`config.mk`:
```
export PLATFORM = sky130hd
export DESIGN_NAME = interval_tmr
export DESIGN_NICKNAME = d
export VERILOG_FILES = /design/src/rtl/tmr_pkg.sv /design/src/rtl/tmr_mode_reg.sv /design/src/rtl/tmr_prescaler.sv /design/src/rtl/tmr_count.sv /design/src/rtl/tmr_wake.sv /design/src/rtl/interval_tmr.sv
export SDC_FILE = /design/constraint.sdc
export NUM_CORES = 1
export LEC_CHECK = 0
export ABC_AREA = 0
export BUFFER_PORTS_ARGS = -buffer_cell sky130_fd_sc_hd__buf_2
export CAP_MARGIN = 15
export CORE_UTILIZATION = 54
export CTS_CLUSTER_SIZE = 8
export DETAILED_ROUTE_END_ITERATION = 12
export PLACE_DENSITY_LB_ADDON = 0.25
export SLEW_MARGIN = 0
export SYNTH_ARGS = -nofsm -noshare
export SYNTH_HDL_FRONTEND = slang
export SYNTH_SLANG_ARGS = --single-unit
```
`constraint.sdc`:
```
create_clock -name clk -period 3.1 [get_ports clk]
set_input_delay 0 -clock clk [delete_from_list [all_inputs] [get_ports clk]]
set_output_delay 0 -clock clk [all_outputs]
set_load 0.05 [all_outputs]
```
`src/rtl/tmr_pkg.sv`:
```
package tmr_pkg;
  typedef enum logic [2:0] {
    RT_A    = 3'd0,
    RT_B    = 3'd1,
    RT_C    = 3'd2,
    RT_D    = 3'd3,
    RT_BOOT = 3'd4
  } rate_e;

  function automatic rate_e decode_rate(input logic [2:0] code);
    case (code)
      3'b011:  return RT_B;
      3'b101:  return RT_C;
      3'b111:  return RT_D;
      default: return RT_A;
    endcase
  endfunction

  function automatic int max_of(input int a, input int b);
    return (a > b) ? a : b;
  endfunction
endpackage

```
`src/rtl/tmr_mode_reg.sv`:
```
module tmr_mode_reg (
  input  logic               clk,
  input  logic               rst,
  input  logic               mode_we,
  input  logic [3:0]         mode_wdata,
  input  logic               bit_we,
  input  logic               bit_wdata,
  output tmr_pkg::rate_e     rate,
  output logic               restart
);
  logic [2:0] sel_q;

  always_ff @(posedge clk) begin
    if (rst)          sel_q <= 3'b000;
    else if (mode_we) sel_q <= mode_wdata[2:0];
  end

  // restart bit is a command, never stored
  always_comb begin
    restart = (mode_we && mode_wdata[3]) || (bit_we && bit_wdata);
    rate    = tmr_pkg::decode_rate(sel_q);
  end

  AST_SEL_KEEP: assert property (@(posedge clk) disable iff (rst)
    !mode_we |=> $stable(sel_q));
endmodule

```
`src/rtl/tmr_prescaler.sv`:
```
module tmr_prescaler #(
  parameter int TAP_A    = 11,
  parameter int TAP_B    = 8,
  parameter int TAP_C    = 6,
  parameter int TAP_D    = 4,
  parameter int TAP_BOOT = 8
) (
  input  logic           clk,
  input  logic           rst,
  input  tmr_pkg::rate_e rate,
  input  logic           boot,
  output logic           tick
);
  localparam int PRE_W = tmr_pkg::max_of(tmr_pkg::max_of(tmr_pkg::max_of(TAP_A, TAP_B),
                         tmr_pkg::max_of(TAP_C, TAP_D)), TAP_BOOT) + 1;
  localparam int NTAP = 5;
  localparam int TAPS [NTAP] = '{TAP_A, TAP_B, TAP_C, TAP_D, TAP_BOOT};

  logic [PRE_W-1:0] div;
  logic [NTAP-1:0]  tap_hit;

  always_ff @(posedge clk) begin
    if (rst) div <= '0;
    else     div <= div + 1'b1;
  end

  // a tap ticks on the cycle before its bit rises
  for (genvar g = 0; g < NTAP; g++) begin : g_tap
    localparam int T = TAPS[g];
    assign tap_hit[g] = (div[T:0] == {1'b0, {T{1'b1}}});
  end

  always_comb begin
    if (boot) tick = tap_hit[NTAP-1];
    else      tick = tap_hit[rate];
  end

  AST_TICK_SPACED: assert property (@(posedge clk) disable iff (rst)
    tick |=> !tick);
endmodule

```
`src/rtl/tmr_count.sv`:
```
module tmr_count #(
  parameter int CNT_W = 8
) (
  input  logic             clk,
  input  logic             rst,
  input  logic             tick,
  input  logic             restart,
  input  logic             stop_release,
  input  logic             irq_clr,
  output logic [CNT_W-1:0] cnt,
  output logic             irq,
  output logic             wrap
);
  always_comb wrap = tick && (cnt == '1) && !restart && !stop_release;

  always_ff @(posedge clk) begin
    if (rst) begin
      cnt <= '0;
      irq <= 1'b0;
    end else begin
      if (restart || stop_release) cnt <= '0;
      else if (tick)               cnt <= cnt + 1'b1;

      if (restart)      irq <= 1'b0;
      else if (wrap)    irq <= 1'b1;
      else if (irq_clr) irq <= 1'b0;
    end
  end

  AST_RESTART_CLR: assert property (@(posedge clk) disable iff (rst)
    restart |=> (cnt == '0 && !irq));
  AST_RESTART_WINS: assert property (@(posedge clk) disable iff (rst)
    (restart && tick) |=> (cnt == '0));
  AST_WRAP_IRQ: assert property (@(posedge clk) disable iff (rst)
    (tick && cnt == '1 && !restart && !stop_release) |=> irq);
  AST_IRQ_HOLD: assert property (@(posedge clk) disable iff (rst)
    (irq && !restart && !irq_clr) |=> irq);
  AST_CNT_FROZEN: assert property (@(posedge clk) disable iff (rst)
    (!tick && !restart && !stop_release) |=> $stable(cnt));
  AST_RELEASE_CLR: assert property (@(posedge clk) disable iff (rst)
    stop_release |=> (cnt == '0));
endmodule

```
`src/rtl/tmr_wake.sv`:
```
module tmr_wake (
  input  logic clk,
  input  logic rst,
  input  logic stop_enter,
  input  logic stop_release,
  input  logic wrap,
  output logic stable,
  output logic boot
);
  logic waiting;

  always_ff @(posedge clk) begin
    if (rst) begin
      stable  <= 1'b0;
      waiting <= 1'b1;
      boot    <= 1'b1;
    end else if (stop_enter) begin
      stable  <= 1'b0;
      waiting <= 1'b0;
      boot    <= 1'b0;
    end else if (stop_release) begin
      stable  <= 1'b0;
      waiting <= 1'b1;
      boot    <= 1'b0;
    end else if (wrap && waiting) begin
      stable  <= 1'b1;
      waiting <= 1'b0;
      boot    <= 1'b0;
    end
  end

  AST_STOP_DROP: assert property (@(posedge clk) disable iff (rst)
    stop_enter |=> !stable);
  AST_STABLE_CAUSE: assert property (@(posedge clk) disable iff (rst)
    $rose(stable) |-> $past(wrap));
endmodule

```
`src/rtl/interval_tmr.sv`:
```
module interval_tmr #(
  parameter int CNT_W    = 8,
  parameter int TAP_A    = 11,
  parameter int TAP_B    = 8,
  parameter int TAP_C    = 6,
  parameter int TAP_D    = 4,
  parameter int TAP_BOOT = 8
) (
  input  logic             clk,
  input  logic             rst,
  input  logic             mode_we,
  input  logic [3:0]       mode_wdata,
  input  logic             bit_we,
  input  logic             bit_wdata,
  input  logic             irq_clr,
  input  logic             stop_enter,
  input  logic             stop_release,
  output logic [CNT_W-1:0] cnt,
  output logic             irq,
  output logic             stable
);
  tmr_pkg::rate_e rate;
  logic restart, tick, wrap, boot;

  tmr_mode_reg i_mode (
    .clk(clk), .rst(rst), .mode_we(mode_we), .mode_wdata(mode_wdata),
    .bit_we(bit_we), .bit_wdata(bit_wdata), .rate(rate), .restart(restart)
  );

  tmr_prescaler #(
    .TAP_A(TAP_A), .TAP_B(TAP_B), .TAP_C(TAP_C), .TAP_D(TAP_D), .TAP_BOOT(TAP_BOOT)
  ) i_pre (
    .clk(clk), .rst(rst), .rate(rate), .boot(boot), .tick(tick)
  );

  tmr_count #(.CNT_W(CNT_W)) i_cnt (
    .clk(clk), .rst(rst), .tick(tick), .restart(restart),
    .stop_release(stop_release), .irq_clr(irq_clr),
    .cnt(cnt), .irq(irq), .wrap(wrap)
  );

  tmr_wake i_wake (
    .clk(clk), .rst(rst), .stop_enter(stop_enter), .stop_release(stop_release),
    .wrap(wrap), .stable(stable), .boot(boot)
  );
endmodule

```
==> metrics list, run 1 <==
- The flow ran to the end, and the final reports show no timing, DRC or antenna violations.
* Final-layout fill cell count: 177
- Pin count of the biggest net entering global routing: 22
* Initial detailed-routing violation count: 14
* Overflow left after global routing: 0
* Final min period: 2791 ps
- The initial utilization of the core area, before any placement, comes to 0.5752.
* Total wire length after detailed routing: 2429 um
- Synthesis produced 140 cells.
* Area fraction in compound gates after synthesis: 0.1377
* Total power divided by cell area: 372.9 nW/um2
- TritonCTS built the clock tree.
- Number of sinks on the clock net: 27
- Max-capacitance violation count: 0
* Placeable core region: 2212 um2
* Half-perimeter wire length after placement: 1649 um
- Worst path arrival time: 3070 ps
- Dividing the final minimum period by the clock period gives 0.9003.
- Post-synthesis instance area: 1272 um2
- Clock-pin slew was measured on the worst setup and hold paths at 140 ps.
- In the global route stage, overall resource usage came out at 0.2127.
- The first global-routing pass estimated 4167 um of wire.
- Net count, final: 191
- During I/O placement, the number of pins put on the boundary was 22.
- # H-tree levels: 1
- The floorplan step defined a die boundary enclosing 2555 um2.
- Total CTS buffers: 3
- Setup violations remaining at the end of the flow were counted as 0.
* P_leak: 0.6735 nW
- Of the total synthesized cell area, the portion taken by XOR and XNOR cells is 0.04818.
- The detail route stage leaves a number of antenna-violating nets equal to 0.
- Gates resized during post-CTS repair numbered 0.
* RSZ-0062 raised after global routing: no
* Capturing element type of the critical path: flip-flop
- After detailed routing, the average wire length per cell comes to 12.02 um.
- On the final layout, the worst clock skew is 8.133 ps.
- Slew at the pin with the worst max-slew slack: 569.4 ps
* Routability congestion estimate: 0.8438
- The portion of synthesized area spent on multiplexers is 0.03933.
- The critical path in this run is classified as flip-flop to flip-flop.
- The first TritonRoute pass finished after 4 iterations.
- Antenna diode instance count: 0
- For this run, the number of Yosys warnings is 0.
* Combinational family with the most area after synthesis: simple AND/OR/NAND/NOR gates
- The worst register-to-register path has a depth of 11.
- Clock latency at the later pin of the worst-skew pair: 320 ps
* Fraction of final layout cells sized beyond drive strength 1: 0.2069
- The hold violation total from the final report is 0.
- In this run the vertical extent of the chip is 50.55 um.
* Class of the worst hold path: primary input to flip-flop
* Number of buffers inserted by port buffering: 21
- In this run the worst path has a maximum fanout of 6.
* Post-layout utilization of the core: 0.6923
- Cell chosen for the clock root: sky130_fd_sc_hd__clkbuf_4
- The worst setup path is launched from a flip-flop.
- Antenna violations before repair: 0
- Area share of and/or/nand/nor cells after synthesis: 0.2684
- Along the worst hold path, the cell count comes to 2.
- The die is 50.55 um wide.
- Avg Cell Area, Syn: 9.089 um2
* Required time of the critical path: 3380 ps
- Final TNS setup: 0 ps
- Via count: 1090
* Synthesized Nets: 156
- Of the total synthesized cell area, the portion taken by full adders, half adders and majority gates is 0.03933.
- For this run, the register share of the synthesized area comes to 0.4248.
* Rel. slew slack: 0.6175
- Number of global-route vias before repair: 967
* Max frequency: 358.3 MHz
* DRC violations left: 0
- IR analysis of the VDD net gives a maximum drop of 0.3170 mV.
* Deepest clock path buffer count: 2
- The total count of max-transition violations in the final report was 0.
- Relative to the synthesized area, the layout overhead comes to 20.35%.
* Vias per Instance: 5.396
- Floorplan row count: 17
- Flop and latch count out of synthesis: 27
- After synthesis, the netlist uses 35 different library cells.
## cell type report
| cell class | instances | area (um2) | area share |
|---|---|---|---|
| multi-input cells | 102 | 678.2 | 0.4428 |
| flip-flops and latches | 27 | 540.5 | 0.3529 |
| repair buffers | 34 | 225.2 | 0.1471 |
| well taps | 28 | 35.03 | 0.02288 |
| clock buffers | 4 | 26.28 | 0.01716 |
| inverters | 7 | 26.28 | 0.01716 |
## synth_stat cells
library cell | n | area (um2)
sky130_fd_sc_hd__a22o_1 | 1 | 8.760
sky130_fd_sc_hd__mux2i_1 | 5 | 50.05
sky130_fd_sc_hd__buf_8 | 1 | 15.01
sky130_fd_sc_hd__nor2_1 | 23 | 86.33
sky130_fd_sc_hd__a31o_2 | 2 | 17.52
sky130_fd_sc_hd__nand4_4 | 1 | 21.27
sky130_fd_sc_hd__o21a_1 | 1 | 7.510
sky130_fd_sc_hd__and3_1 | 4 | 25.02
sky130_fd_sc_hd__nor3b_1 | 1 | 7.510
sky130_fd_sc_hd__and3_4 | 1 | 11.26
sky130_fd_sc_hd__a32oi_1 | 1 | 8.760
sky130_fd_sc_hd__xnor2_1 | 4 | 35.03
sky130_fd_sc_hd__nand3_1 | 6 | 30.03
sky130_fd_sc_hd__inv_1 | 7 | 26.28
sky130_fd_sc_hd__nor3_2 | 1 | 10.01
sky130_fd_sc_hd__dfxtp_1 | 27 | 540.5
sky130_fd_sc_hd__a21oi_1 | 5 | 25.02
sky130_fd_sc_hd__a21oi_2 | 1 | 8.760
sky130_fd_sc_hd__clkbuf_1 | 2 | 7.510
sky130_fd_sc_hd__and2_1 | 1 | 6.260
sky130_fd_sc_hd__a31oi_1 | 3 | 18.77
sky130_fd_sc_hd__o21ai_0 | 5 | 25.02
sky130_fd_sc_hd__ha_1 | 4 | 50.05
sky130_fd_sc_hd__nand2_1 | 11 | 41.29
sky130_fd_sc_hd__a32oi_4 | 1 | 27.53
sky130_fd_sc_hd__a21o_1 | 1 | 7.510
sky130_fd_sc_hd__nor3_1 | 2 | 10.01
sky130_fd_sc_hd__a41o_1 | 2 | 20.02
sky130_fd_sc_hd__xor2_1 | 3 | 26.28
sky130_fd_sc_hd__nand4b_4 | 1 | 23.77
sky130_fd_sc_hd__nand2b_1 | 1 | 6.260
sky130_fd_sc_hd__nor2b_1 | 3 | 18.77
sky130_fd_sc_hd__or3_1 | 3 | 18.77
sky130_fd_sc_hd__nand4_1 | 4 | 25.02
sky130_fd_sc_hd__buf_2 | 1 | 5.000
## metrics by stage
step	power, mW	hold slack (ps)	instances	worst slack, ps	cell area, um2
global route	0.5969	60.35	202	85.86	1531
CTS	0.5730	34.50	198	82.60	1501
global placement	0.4123	213.5	185	674.3	1385
finish	0.5710	54.63	202	309.0	1531
detailed placement	0.4136	213.9	185	574.2	1385
floorplan	0.4007	76.79	140	883.5	1272
## logic make-up after synthesis
group	Yosys count
AOI/OAI and AO/OA	23
xor gates and xnor gates	7
adders and majority gates	4
buffers and inverters	11
DFF	27
muxes	5
and+or+nand+nor	63
## worst max-delay path, cell delays in order, from the launching register on
cell and delay [ps]:
sky130_fd_sc_hd__dfxtp_1 390, sky130_fd_sc_hd__ha_1 240, sky130_fd_sc_hd__and3_4 240, sky130_fd_sc_hd__and3_1 160, sky130_fd_sc_hd__ha_1 160, sky130_fd_sc_hd__inv_1 80
sky130_fd_sc_hd__o21ai_0 160, sky130_fd_sc_hd__a31oi_1 150, sky130_fd_sc_hd__a32oi_4 330, sky130_fd_sc_hd__a32oi_1 140, sky130_fd_sc_hd__nor3_1 130, sky130_fd_sc_hd__dlygate4sd3_1 560
## registers in the layout, summed over array words and instances (netlist names)
register	count
i_pre.div	12
i_mode.sel_q	3
i_wake.boot	1
i_cnt.irq	1
i_wake.waiting	1
i_wake.stable	1
i_cnt.cnt	8
## what timing repair did
action / in CTS / in global routing
hold buffers: 9 / 0
hold endpoints to repair: 7 / 0
setup endpoints to repair: 0 / 1
buffers inserted: 0 / 4
## placed cells by master (no fill, tap or decap), types with 2 or more instances in the layout
cell type                       netlist  layout
sky130_fd_sc_hd__nor3_1               2       2
sky130_fd_sc_hd__dlygate4sd3_1        0       9
sky130_fd_sc_hd__a31oi_1              3       3
sky130_fd_sc_hd__a41o_1               2       2
sky130_fd_sc_hd__ha_1                 4       4
sky130_fd_sc_hd__a31o_2               2       2
sky130_fd_sc_hd__inv_1                7       7
sky130_fd_sc_hd__xnor2_1              4       4
sky130_fd_sc_hd__dfxtp_1             27      27
sky130_fd_sc_hd__clkbuf_4             0       3
sky130_fd_sc_hd__a21oi_1              5       5
sky130_fd_sc_hd__nand2_1             11      11
sky130_fd_sc_hd__buf_4                0       4
sky130_fd_sc_hd__nor2_1              23      23
sky130_fd_sc_hd__o21ai_0              5       5
sky130_fd_sc_hd__buf_2                1      21
sky130_fd_sc_hd__or3_1                3       3
sky130_fd_sc_hd__mux2i_1              5       5
sky130_fd_sc_hd__nand3_1              6       6
sky130_fd_sc_hd__nor2b_1              3       3
sky130_fd_sc_hd__and3_1               4       4
sky130_fd_sc_hd__nand4_1              4       4
sky130_fd_sc_hd__xor2_1               3       3
## final timing paths
kind                                    from            end  slack [ps]
worst max register to register  i_pre.div[0]  i_wake.stable         310
worst min register to register  i_pre.div[0]   i_pre.div[0]         480
worst min-delay path                     rst   i_pre.div[4]          50
worst max-delay path            i_pre.div[0]  i_wake.stable         310
## per-layer routing
metal,global-route usage,wire length [um]
met1,0.2838,1230
met2,0.3467,1077
met3,0.03636,90
met4,0.06944,30
met5,0,0
## power breakdown
group / internal (mW) / total [mW] / switching, mW / leakage (nW)
clock: 0.0504 / 0.150 / 0.0993 / 0.0150
combinational: 0.0302 / 0.0583 / 0.0281 / 0.439
sequential: 0.355 / 0.363 / 0.00820 / 0.219
Power figures use the tool's default switching activity.
==> run 2: changes to the inputs <==
==> constraint.sdc (replaced) <==
create_clock -name clk -period 2.9 [get_ports clk]
set_input_delay 0 -clock clk [delete_from_list [all_inputs] [get_ports clk]]
set_output_delay 0 -clock clk [all_outputs]
set_load 0.05 [all_outputs]
==> metrics list, run 2 (same netlist as run 1, synthesis figures left out) <==
- Run status: finished, final reports clean
* P_leak: 0.6503 nW
- No sink is reached through more buffers than the 2 on the longest clock path.
- Crit-path most repeated cell: sky130_fd_sc_hd__ha_1
* First-pass GRT wire length: 3988 um
* Initial Utilization: 0.5752
- The number of antenna violations at the first check in global routing was 0.
- CTS built an H-tree with a depth of 1.
- The count of nets left with antenna violations once routing finished came out at 0.
- Dividing the final minimum period by the clock period gives 0.8755.
* Biggest registers after layout: i_pre.div (12), i_cnt.cnt (8), i_mode.sel_q (3)
* Proportion of power drawn by the clock network: 0.265
- For hold timing, the worst endpoint is i_pre.div[4].
* Floorplan row count: 17
* Vias per Instance: 5.318
- Setup clock skew after layout: 10.72 ps
* Clk pin slew, worst setup/hold paths: 140 ps
- Startpoint of the lowest-slack register-to-register path: i_pre.div[0]
* Number of buffers inserted by port buffering: 21
* Cell at the slowest stage of the critical path: sky130_fd_sc_hd__a32oi_4
- Required time of the critical path: 3140 ps
* Area enclosed by the die boundary: 2555 um2
* Total power divided by cell area: 403.0 nW/um2
* Via count: 1053
- Net switching power: 0.1431 mW
- Cell chosen for the clock root: sky130_fd_sc_hd__clkbuf_4
- The later pin in the worst-skew pair is clocked with a latency of 330 ps.
- Worst R2R Setup Slack: 360 ps
- Worst Path Max Fanout: 16
- Average routed wire per standard cell: 11.63 um
- The library cell used most frequently in the layout, excluding fill and tap cells, is sky130_fd_sc_hd__dfxtp_1.
- Number of sinks on the clock net: 27
- Measured against its own limit, the worst slew margin works out to 0.6188.
- VDD sags by at most 0.2940 mV.
* Capturing element type of the critical path: flip-flop
* Horiz. Die Dim: 50.55 um
- Critical-path cell list: ha_1 -> and3_4 -> and3_1 -> ha_1 -> nor2b_1 -> o21ai_0 -> nand3_1 -> a32oi_4 -> a31oi_1 -> a41o_1
- Worst setup slack after layout: 361.1 ps
- Detailed Routing Iterations Pass 1: 4
- Final min period: 2539 ps
* Final-layout fill cell count: 187
- Internal power: 0.4619 mW
- Entering global routing, the biggest net connects 22 pins.
* Fraction of final layout cells sized beyond drive strength 1: 0.1882
* Die height: 50.55 um
- Data arrives at the worst endpoint at 2780 ps.
- Final setup violation count: 0
- Summed over all layers, the routed wires come to 2302 um.
- 0 antenna diodes ended up in the layout.
- Largest stage delay on the critical path: 550 ps
- Buffers added to address setup during post-CTS repair amount to 0.
- The worst hold path passes through 2 cells.
* Total count of max-transition violations in the final report: 0
- For this run the aggregate overflow at the end of global routing stands at 0.
* Max-capacitance violation count: 0
* Top delay family on crit path: compound AO/OA/AOI/OAI gates
- For this run, the total global-route usage over all layers was measured as 0.2065.
- DRC violations left: 0
* Slew at the pin with the worst max-slew slack: 567.5 ps
* Type of the worst setup path: flip-flop to flip-flop
* Count of instances resized after the clock tree is built: 0
- Of the total power, registers draw 0.641.
- The core region is 2212 um2.
- In this run the worst hold path is classified as primary input to flip-flop.
* Register ranked first by flip-flop count: i_pre.div
- Routability congestion estimate: 0.8438
- Counting the buffers created by CTS gives 3.
* Initial detailed-routing violation count: 13
- Capturing point of the worst reg2reg path: i_cnt.cnt[6]
- CTS tree: yes
* Worst hold path startpoint: rst
- RSZ-0062 raised after global routing: no
* Half-perimeter wire length after placement: 1635 um
* Category of the worst setup path launch point: flip-flop
- Minimum setup slack after placement: 372.3 ps
- Number of global-route vias before repair: 953
- The hold violation total from the final report was 0.
- Share of power burned in combinational logic: 0.094
- Switching share of power: 0.2366
- Net count, final: 187
* Max frequency: 393.9 MHz
- The area growth from synthesis to layout is 17.99%.
* Buffers and inverters on the worst path: 0
- Boundary pin count: 22
- Final TNS setup: 0 ps
- The register with the most flip-flops in the layout has 12 of them.
- Most frequent cells in the layout: sky130_fd_sc_hd__dfxtp_1, sky130_fd_sc_hd__nor2_1, sky130_fd_sc_hd__buf_2
- Number of cells on the worst reg-to-reg path: 10
[run 2: cell count changes in the layout (fill, tap and decap cells not counted)]
| cell | before | now |
|---|---|---|
| sky130_fd_sc_hd__buf_4 | 4 | 0 |
[run 2: worst register-to-register path, cell delays in order, from the launching register on]
cell	delay (ps)
sky130_fd_sc_hd__dfxtp_1	390
sky130_fd_sc_hd__ha_1	240
sky130_fd_sc_hd__and3_4	240
sky130_fd_sc_hd__and3_1	170
sky130_fd_sc_hd__ha_1	170
sky130_fd_sc_hd__nor2b_1	50
sky130_fd_sc_hd__o21ai_0	130
sky130_fd_sc_hd__nand3_1	130
sky130_fd_sc_hd__a32oi_4	550
sky130_fd_sc_hd__a31oi_1	160
sky130_fd_sc_hd__a41o_1	220
[run 2: power by group through the flow]
| stage | clock (mW) | sequential, mW | combinational, mW |
|---|---|---|---|
| 2_1_floorplan | 0 | 0.396 | 0.0327 |
| 3_3_place_gp | 0 | 0.396 | 0.0451 |
| 3_5_place_dp | 0 | 0.396 | 0.0457 |
| 4_1_cts | 0.167 | 0.388 | 0.0570 |
| 5_1_grt | 0.179 | 0.390 | 0.0628 |
| 6_report | 0.160 | 0.388 | 0.0568 |
[run 2: routing by layer]
metal | global-route usage | share of wire
met3 | 0.03030 | 0.033
met1 | 0.2712 | 0.50
met5 | 0 | 0
met2 | 0.3311 | 0.45
met4 | 0.09722 | 0.018
[run 2: repair_timing]
| action | CTS | global route |
|---|---|---|
| hold endpoints to repair | 5 | 0 |
| setup endpoints to repair | 0 | 0 |
| hold buffers | 9 | 0 |
[run 2: how the worst max path moves through the flow]
stage,startpoint,to,slack (ps),cells past startpoint
CTS,i_pre.div[0],i_cnt.cnt[6],330,10
detailed placement,i_pre.div[0],i_cnt.cnt[6],370,10
global placement,i_pre.div[0],i_cnt.cnt[6],470,10
global route,i_pre.div[0],i_cnt.cnt[6],130,10
finish,i_pre.div[0],i_cnt.cnt[6],360,10
floorplan,i_pre.div[0],i_cnt.cnt[2],680,10
[run 2: per-stage QoR]
step,std cells,util,cell area (um2),total power [mW],hold slack (ps)
after floorplan,140,-,1272,0.4284,76.79
after global placement,185,0.6261,1385,0.4407,213.5
after detailed placement,185,0.6261,1385,0.4419,217.5
after CTS,198,0.6787,1501,0.6122,45.52
after global routing,198,0.6787,1501,0.6316,57.20
final,198,0.6787,1501,0.6050,49.81
[run 2: cell type report]
class	instances	area, um2	area share
Clock buffer	4	26.28	0.01750
Inverter	7	26.28	0.01750
Multi-Input combinational cell	102	678.2	0.4517
Sequential cell	27	540.5	0.3600
Tap cell	28	35.03	0.02333
Timing Repair Buffer	30	195.2	0.1300
